$ cat src/rtl/cmd_sched.sv
module cmd_sched #(
  parameter int DEPTH   = 4,
  parameter int MAX_LEN = 4,
  parameter int LEN_W   = 4
) (
  input  logic                 clk,
  input  logic                 rst_n,
  input  logic                 in_valid,
  input  logic [1:0]           in_prio,
  input  logic [LEN_W-1:0]     in_len,
  input  logic [MAX_LEN*8-1:0] in_data,
  input  logic [15:0]          in_sum,
  input  logic                 tick,
  output logic                 out_valid,
  output logic [1:0]           out_prio,
  output logic [LEN_W-1:0]     out_len,
  output logic [MAX_LEN*8-1:0] out_data,
  output logic                 err_drop,
  output logic                 purge,
  output logic                 overflow
);
  localparam int PW = $clog2(DEPTH);
  localparam int CW = $clog2(DEPTH + 1);
  localparam int DW = MAX_LEN * 8;
  localparam int EW = LEN_W + DW + 16;

  function automatic logic [7:0] add255(input logic [7:0] x, input logic [7:0] y);
    logic [8:0] t;
    t = {1'b0, x} + {1'b0, y};
    if (t >= 9'd255) t = t - 9'd255;
    return t[7:0];
  endfunction

  function automatic logic [15:0] fl16(input logic [LEN_W-1:0] len, input logic [DW-1:0] d);
    logic [7:0] s1, s2;
    s1 = add255(8'd0, 8'(len));
    s2 = s1;
    for (int i = 0; i < MAX_LEN; i++) begin
      if (i < int'(len)) begin
        s1 = add255(s1, d[i*8 +: 8]);
        s2 = add255(s2, s1);
      end
    end
    return {s2, s1};
  endfunction

  logic [EW-1:0] head [2];
  logic [CW-1:0] qcnt [2];
  logic [EW-1:0] imm_e;
  logic          imm_vld;
  logic [1:0]    wcnt;

  logic hi_ne, lo_ne, take_imm, use_q, sel;
  logic [EW-1:0]    cand;
  logic [LEN_W-1:0] c_len;
  logic [DW-1:0]    c_data;
  logic [15:0]      c_sum;
  logic len_ok, sum_ok, do_purge, fire, bad;
  logic in_imm, iq, enq_q, ovf;

  assign hi_ne    = qcnt[1] != '0;
  assign lo_ne    = qcnt[0] != '0;
  assign take_imm = tick && imm_vld;
  assign use_q    = tick && !imm_vld && (hi_ne || lo_ne);
  assign sel      = (wcnt == 2'd2) ? !lo_ne : hi_ne;
  assign cand     = take_imm ? imm_e : head[sel];
  assign {c_len, c_data, c_sum} = cand;
  assign len_ok   = (c_len != '0) && (int'(c_len) <= MAX_LEN);
  assign sum_ok   = fl16(c_len, c_data) == c_sum;
  assign do_purge = use_q && !len_ok;
  assign fire     = (take_imm || use_q) && len_ok && sum_ok;
  assign bad      = (take_imm || use_q) && !(len_ok && sum_ok);

  assign in_imm = in_prio[1];
  assign iq     = in_prio[0];
  assign enq_q  = in_valid && !in_imm && (int'(qcnt[iq]) != DEPTH) && !do_purge;
  assign ovf    = in_valid && (in_imm ? imm_vld : (int'(qcnt[iq]) == DEPTH));

  for (genvar q = 0; q < 2; q++) begin : g_fifo
    logic [EW-1:0] mem [DEPTH];
    logic [PW-1:0] wp, rp;
    logic [CW-1:0] cnt;
    logic push, pop;

    assign push    = enq_q && (iq == 1'(q));
    assign pop     = use_q && len_ok && (sel == 1'(q));
    assign head[q] = mem[rp];
    assign qcnt[q] = cnt;

    always_ff @(posedge clk) begin
      if (!rst_n || do_purge) begin
        wp  <= '0;
        rp  <= '0;
        cnt <= '0;
      end else begin
        if (push) begin
          mem[wp] <= {in_len, in_data, in_sum};
          wp <= (int'(wp) == DEPTH - 1) ? '0 : wp + 1'b1;
        end
        if (pop) rp <= (int'(rp) == DEPTH - 1) ? '0 : rp + 1'b1;
        cnt <= cnt + CW'(push) - CW'(pop);
      end
    end


    depth_chk: assert property (@(posedge clk) disable iff (!rst_n) int'(cnt) <= DEPTH);
  end

  always_ff @(posedge clk) begin
    if (!rst_n) begin
      imm_vld <= 1'b0;
      imm_e   <= '0;
    end else if (in_valid && in_imm && !imm_vld) begin
      imm_vld <= 1'b1;
      imm_e   <= {in_len, in_data, in_sum};
    end else if (take_imm) begin
      imm_vld <= 1'b0;
    end
  end

  always_ff @(posedge clk) begin
    if (!rst_n)        wcnt <= 2'd0;
    else if (do_purge) wcnt <= 2'd0;
    else if (use_q)    wcnt <= (wcnt == 2'd2) ? 2'd0 : wcnt + 2'd1;
  end

  always_ff @(posedge clk) begin
    if (!rst_n) begin
      out_valid <= 1'b0;
      out_prio  <= 2'd0;
      out_len   <= '0;
      out_data  <= '0;
      err_drop  <= 1'b0;
      purge     <= 1'b0;
      overflow  <= 1'b0;
    end else begin
      out_valid <= fire;
      err_drop  <= bad;
      purge     <= do_purge;
      overflow  <= ovf;
      if (fire) begin
        out_prio <= take_imm ? 2'd2 : {1'b0, sel};
        out_len  <= c_len;
        out_data <= c_data;
      end
    end
  end


  one_tick_chk: assert property (@(posedge clk) disable iff (!rst_n) out_valid |-> $past(tick));

  no_mix_chk: assert property (@(posedge clk) disable iff (!rst_n) !(out_valid && err_drop));

  weight_range_chk: assert property (@(posedge clk) disable iff (!rst_n) wcnt != 2'd3);

  purge_empty_chk: assert property (@(posedge clk) disable iff (!rst_n)
    purge |-> (qcnt[0] == '0 && qcnt[1] == '0));

  imm_first_chk: assert property (@(posedge clk) disable iff (!rst_n)
    (out_valid && $past(imm_vld)) |-> out_prio == 2'd2);
endmodule

$ cat config.mk
export PLATFORM = sky130hd
export DESIGN_NAME = cmd_sched
export DESIGN_NICKNAME = d
export VERILOG_FILES = /design/src/rtl/cmd_sched.sv
export SDC_FILE = /design/constraint.sdc
export NUM_CORES = 1
export LEC_CHECK = 0
export BUFFER_PORTS_ARGS = -buffer_cell sky130_fd_sc_hd__buf_2
export CAP_MARGIN = 25
export CELL_PAD_IN_SITES_DETAIL_PLACEMENT = 0
export CELL_PAD_IN_SITES_GLOBAL_PLACEMENT = 1
export CORE_MARGIN = 1
export CORE_UTILIZATION = 30
export DETAILED_ROUTE_END_ITERATION = 7
export PLACE_DENSITY = 0.49
export RECOVER_POWER = 25
export SKIP_CTS_REPAIR_TIMING = 1
export SYNTH_ARGS = -nofsm -noshare
export SYNTH_HDL_FRONTEND = slang
export SYNTH_SLANG_ARGS = --single-unit
$ cat constraint.sdc
create_clock -name clk -period 45.7 [get_ports clk]
set_input_delay 0 -clock clk [delete_from_list [all_inputs] [get_ports clk]]
set_output_delay 0 -clock clk [all_outputs]
set_load 0.005 [all_outputs]
# After elaboration in Yosys (flattened, before gate mapping)
# Memory sizes are Yosys's and may differ from the RTL's. A register that Yosys moved wholly into a read port is not among the register bits.
# Index checks and enable logic that the tools add are counted.
# word_totals
output_inout_bits,42
mem_count,2
regBits,111
in_bits,58
ram_bits,416
word_cells,156
# mem_list
name,words,width,read_ports,rd_clocked_by_memory_dff,write_ports,line_no,source
g_fifo[0].mem,4,52,1,1,1,80,logic [EW-1:0] mem [DEPTH];
g_fifo[1].mem,4,52,1,1,1,80,
# classes
magnitude_cmp,16
addsub,26
n_reduce_logical,35
n_mux,48
n_eq_ne,8
n_bitwise,5
# op_table
cell,n
52-bit 2-to-1 mux,4
8-bit 2-to-1 mux,21
8-bit by 8-bit adder with 9-bit output,8
"9-bit by 8-bit >= comparator with 1-bit output, second input constant",8
"8-bit subtractor, second input constant",8
1-bit logical AND,20
2-bit 2-to-1 mux,10
16-bit == test,1
"2-bit by 1-bit adder with 2-bit output, second input constant",5
1-bit 2-to-1 mux,10
3-bit 2-to-1 mux,3
"2-bit by 1-bit == test with 1-bit output, second input constant",4
"4-bit by 8-bit >= comparator with 1-bit output, second input constant",1
"1-bit by 4-bit < comparator with 1-bit output, first input constant",2
"2-bit by 4-bit < comparator with 1-bit output, first input constant",2
"4-bit by 8-bit subtractor with 8-bit output, second input constant",1
1-bit zero test,7
3-bit by 1-bit adder with 3-bit output,2
3-bit nonzero test,2
3-bit by 1-bit subtractor with 3-bit output,2
"2-bit >= comparator, second input constant",2
"4-bit by 3-bit less-or-equal comparator with 1-bit output, second input constant",1
1-bit inverter with 2-bit output,2
4-bit nonzero test,1
other kinds (7),11

# Logic depth before layout (Yosys ltp)
# depth
ltp_word,37
depth_mapped,85
depth_no_buf,77

# Worst setup path after synthesis
# OpenSTA, ideal clock, no wires.
# synth_path
path_kind,register -> register
startpoint,register with a tool-made name
endpoint,register out_data[1]
path_stages_with_launch,77
setup_ns,0.070
synth_period_minus_slack_ns,18.524
path_buffers,8
setup_slack_ns,27.176
arrival_ns,18.453
t_required_ns,45.630
cell_sequence,dfxtp_1 -> buf_2 -> buf_2 -> buf_1 -> clkbuf_1 -> buf_1 -> mux4_2 -> mux2i_1 -> o21ai_0 -> ha_1 -> fa_1 -> maj3_1 -> a21oi_1 -> inv_1 -> o31ai_2 -> o211ai_2 -> and3_1 -> buf_2 -> [41 not listed] -> nor3b_1 -> or4b_2 -> a2111oi_0 -> a31oi_1 -> o211a_1 -> a211oi_1 -> and2_1 -> a21oi_1 -> a2111oi_0 -> nor4bb_1 -> nand4_1 -> nor4b_1 -> o2111ai_1 -> a2111oi_2 -> buf_4 -> buf_8 -> nand4_1 -> a21oi_1
# synth_lines
item,line_no,source
end signal: assignment,144,out_data <= c_data;
end: declaration,17,"output logic [MAX_LEN*8-1:0] out_data,"

# Final worst setup path
# layout_path
startpoint,register g_fifo[1].cnt[2]
endpoint,register out_data[20]
# layout_between
elab_chain_len,34
elab_cells_between_ends,67
classes_between,add/sub: 17; order compare: 14; eq/ne: 1; mux: 26; bitwise: 1; reduce/logical: 8
# layout_rtl
item,line_no,source
start: declaration,82,logic [CW-1:0] cnt;
start signal: assignment,101,cnt <= cnt + CW'(push) - CW'(pop);
3-bit nonzero test (*),61,assign hi_ne = qcnt[1] != '0;
1-bit 2-to-1 mux,65,assign sel = (wcnt == 2'd2) ? !lo_ne : hi_ne;
1-bit inverter with 2-bit output (not written as such),66,assign cand = take_imm ? imm_e : head[sel];
52-bit 2-to-1 mux (not written as such) (3 in series),66,
52-bit 2-to-1 mux,66,
4-bit by 8-bit subtractor with 8-bit output / 4-bit by 8-bit >= comparator with 1-bit output (equally long branches),30,if (t >= 9'd255) t = t - 9'd255;
8-bit 2-to-1 mux,30,
8-bit by 8-bit adder with 9-bit output,29,"t = {1'b0, x} + {1'b0, y};"
[16 not listed],-,
8-bit 2-to-1 mux,30,
8-bit 2-to-1 mux,39,if (i < int'(len)) begin
8-bit by 8-bit adder with 9-bit output,29,
8-bit subtractor / 9-bit by 8-bit >= comparator with 1-bit output (equally long branches),30,
8-bit 2-to-1 mux,30,
8-bit 2-to-1 mux,39,
16-bit == test,69,"assign sum_ok = fl16(c_len, c_data) == c_sum;"
1-bit logical AND,71,assign fire = (take_imm || use_q) && len_ok && sum_ok;
# Mark *: on every way between the ends. The rest lies on a longest branch, timed or not. The select of a mux whose other input is x is not followed.
# A chain may end at the register's enable or synchronous reset.

==> metrics.md <==
| Metric | Value |
|---|---|
| Setup Skew | `around 63 ps` |
| Critical Path Stages | `73` |
| Skew-Pair Late Insertion Delay | `660 ps` |
| Max_slew headroom | `between 20% and 30%` |
| Final hold violations | `3` |
| Worst reg2reg path depth | `73` |
| TritonCTS clock tree | `done` |
| Rows | `approximately 110` |
| Slowest CP cell | `a31oi_1` |
| GPL Wtd Cong | `approximately 0.86` |
| Clk pin slew, worst setup/hold paths | `70 ps` |
| GRT Residual Overflow | `0` |
| H-tree depth | `2` |
| Routed WL | `~85000 microns` |
| Failing checks | `hold timing` |
| Crit path required time | `roughly 46000 ps` |
| Synth top area share | `between 40% and 50%` |
| Core area | `approximately 87000 sq um` |
| Yosys top cell by area | `edfxtp_1` |
| Register area share after synthesis | `about 56%` |
| Die Y | `roughly 300 microns` |
| Clock sink count | `~530` |
| Most common cell after layout, fill and taps aside | `edfxtp_1` |
| Most frequent cells in the layout | `edfxtp_1, nand2_1, a21oi_1` |
| Worst setup EP type | `flop` |
| I/O pins | `100` |
| Post-synth ARST share | `0%` |
| Via density | `between 5 and 6` |
| Period utilisation layout | `45.6%` |
| CP most frequent cell | `a21oi_1` |
| Die width | `299 microns` |
| GRT Total Usage | `a little under a fifth` |
| Dpl cells | `3327` |
| Status | `finished with violations` |
| Starting DRT DRC Count | `~1.1k` |
| Vias | `18.2k` |
| Post-synthesis average cell area | `12.5 sq um` |
| Die ar. | `89600 sq um` |
| Initial Util | `30.4%` |
| Clock tree buffer depth | `3` |
| Setup CP Type | `reg2reg` |
| Post-Syn Area | `about 27000 sq um` |
| TritonRoute pass-1 iters | `5` |
| Post-route ant nets | `0` |
| Critical Path AT | `~21000 ps` |
| Met1 capacity usage during global routing | `27.1%` |
| Synth area leaders | `edfxtp_1, dfxtp_1, mux4_2, ha_1, nand2_1` |
| Num CTS Buffers | `60` |
| Final setup TNS | `0 ps` |
| Port Buf Inserts | `between 90 and 100` |
| DRC viols | `0` |
| DR WL/cell | `roughly 24 microns` |
| Final Core Density | `35.7%` |
| Crit path launch type | `flop` |
| Tmin final | `roughly 21000 ps` |
| CP max FO | `38` |
| Hold_ws | `-31.0 ps` |
| Hold Path Class | `in2reg` |
| Most used routing layer | `met2` |
| Syn Nets | `2277` |
| Root buffer cell | `clkbuf_16` |
| Vias in the first global route | `18.0k` |
| Detailed Place HPWL | `56200 microns` |
| Proportion of layout cells with a drive suffix above 1 | `16.0%` |
| Worst hold stages | `5` |
| Unique masters post-synth | `90` |
| Initial antenna violation count | `4` |
| Yosys warnings | `0` |
| Worst-margin pin slew | `~1000 ps` |
| Max-cap viol count | `0` |
| CP peak stage delay | `roughly 800 ps` |
| Delay-heaviest family, CP | `compound AO/OA/AOI/OAI gates` |
| # nets final | `roughly 2.4k` |
| Slew Limit Fails | `0` |
| Post-synth EDFFs | `roughly 420` |
| Met2 usage | `a little under a third` |
| Largest net degree at the start of global routing | `63` |
| Post-synthesis register bit count | `about 530` |
| Synth Instances | `between 2k and 2.5k` |
| Setup-failing EPs final | `0` |
| First-pass GRT wire length | `125000 microns` |
| GRT met3 Usage | `roughly 2.5%` |
| Peak Freq | `about 0.048 GHz` |
| Prevailing post-synth register cell | `edfxtp_1` |
| WP buf/inv | `8` |
| Post-route insts no fill | `approximately 3.5k` |
| Layout area overhead | `17.2%` |
| RSZ-0062 raised after global routing | `no` |
[cell usage after synthesis, drive strengths merged, types with 40 or more instances]
cell type,n
a21oi,157
dfxtp,115
ha,81
nand2,248
nor2,96
nand4,44
o21ai,144
edfxtp,416
mux2i,67
clkbuf,79
xnor2,60
inv,71
xor2,40
mux4,102
[cell families after synthesis]
kind of cell | synth area share, %
mux | 11.6
simple gates | 9.79
fa+ha+maj | 4.73
xor+xnor | 3.36
buf+inv | 2.68
compound gates | 12.0
flops | 55.8
[path summary, 6_finish.rpt]
| kind | from | to | slack, ps |
|---|---|---|---|
| worst max-delay path | g_fifo[1].cnt[2]$_SDFF_PP0_ | out_data[20]$_SDFFE_PN0P_ | 24840 |
| worst min-delay path | in_prio[1] | g_fifo[1].wp[0]$_SDFFE_PP0P_ | -30 |
| worst max register to register | g_fifo[1].cnt[2]$_SDFF_PP0_ | out_data[20]$_SDFFE_PN0P_ | 24840 |
| worst min register to register | imm_e[5]$_SDFFE_PN0P_ | imm_e[5]$_SDFFE_PN0P_ | 450 |
[flip-flops by register name, summed over array words and instances (netlist names), 2 cells and up, named ones only]
signal,cells
g_fifo.cnt,6
imm_e,52
out_len,4
out_data,32
g_fifo.rp,4
g_fifo.mem,416
out_prio,2
wcnt,2
g_fifo.wp,4
[worst min-delay path, cell delays in order]
cell and delay (ps):
buf_2 110, a311oi_1 70, nand4_1 230, a21oi_1 100, nor2_1 70
[metal layers]
| layer | routed length (microns) | vias to the layer above |
|---|---|---|
| met5 | 13 | - |
| met4 | 1290 | 2 |
| met3 | 3620 | 76 |
| met2 | 39600 | 373 |
| met1 | 40500 | 9279 |
| li1 | - | 8432 |
[final cells by class]
class	instances	area, sq um
inverters	71	268
flip-flops and latches	531	14800
fillers	8545	56100
diodes	2	5.00
multi-input cells	1421	11100
well taps	1155	1450
clock inverters	28	374
repair buffers	209	1420
clock buffers	86	1710
[per-stage QoR]
stage	worst slack, ps	area (sq um)
detailed placement	24590	28400
floorplan	27180	26500
global placement	24830	28400
CTS	24500	30500
global route	23100	31100
finish	24840	31100
Power is left out: the tool's default activity adds up to more than one toggle a clock period on the data nets, which glitch-free logic cannot reach.
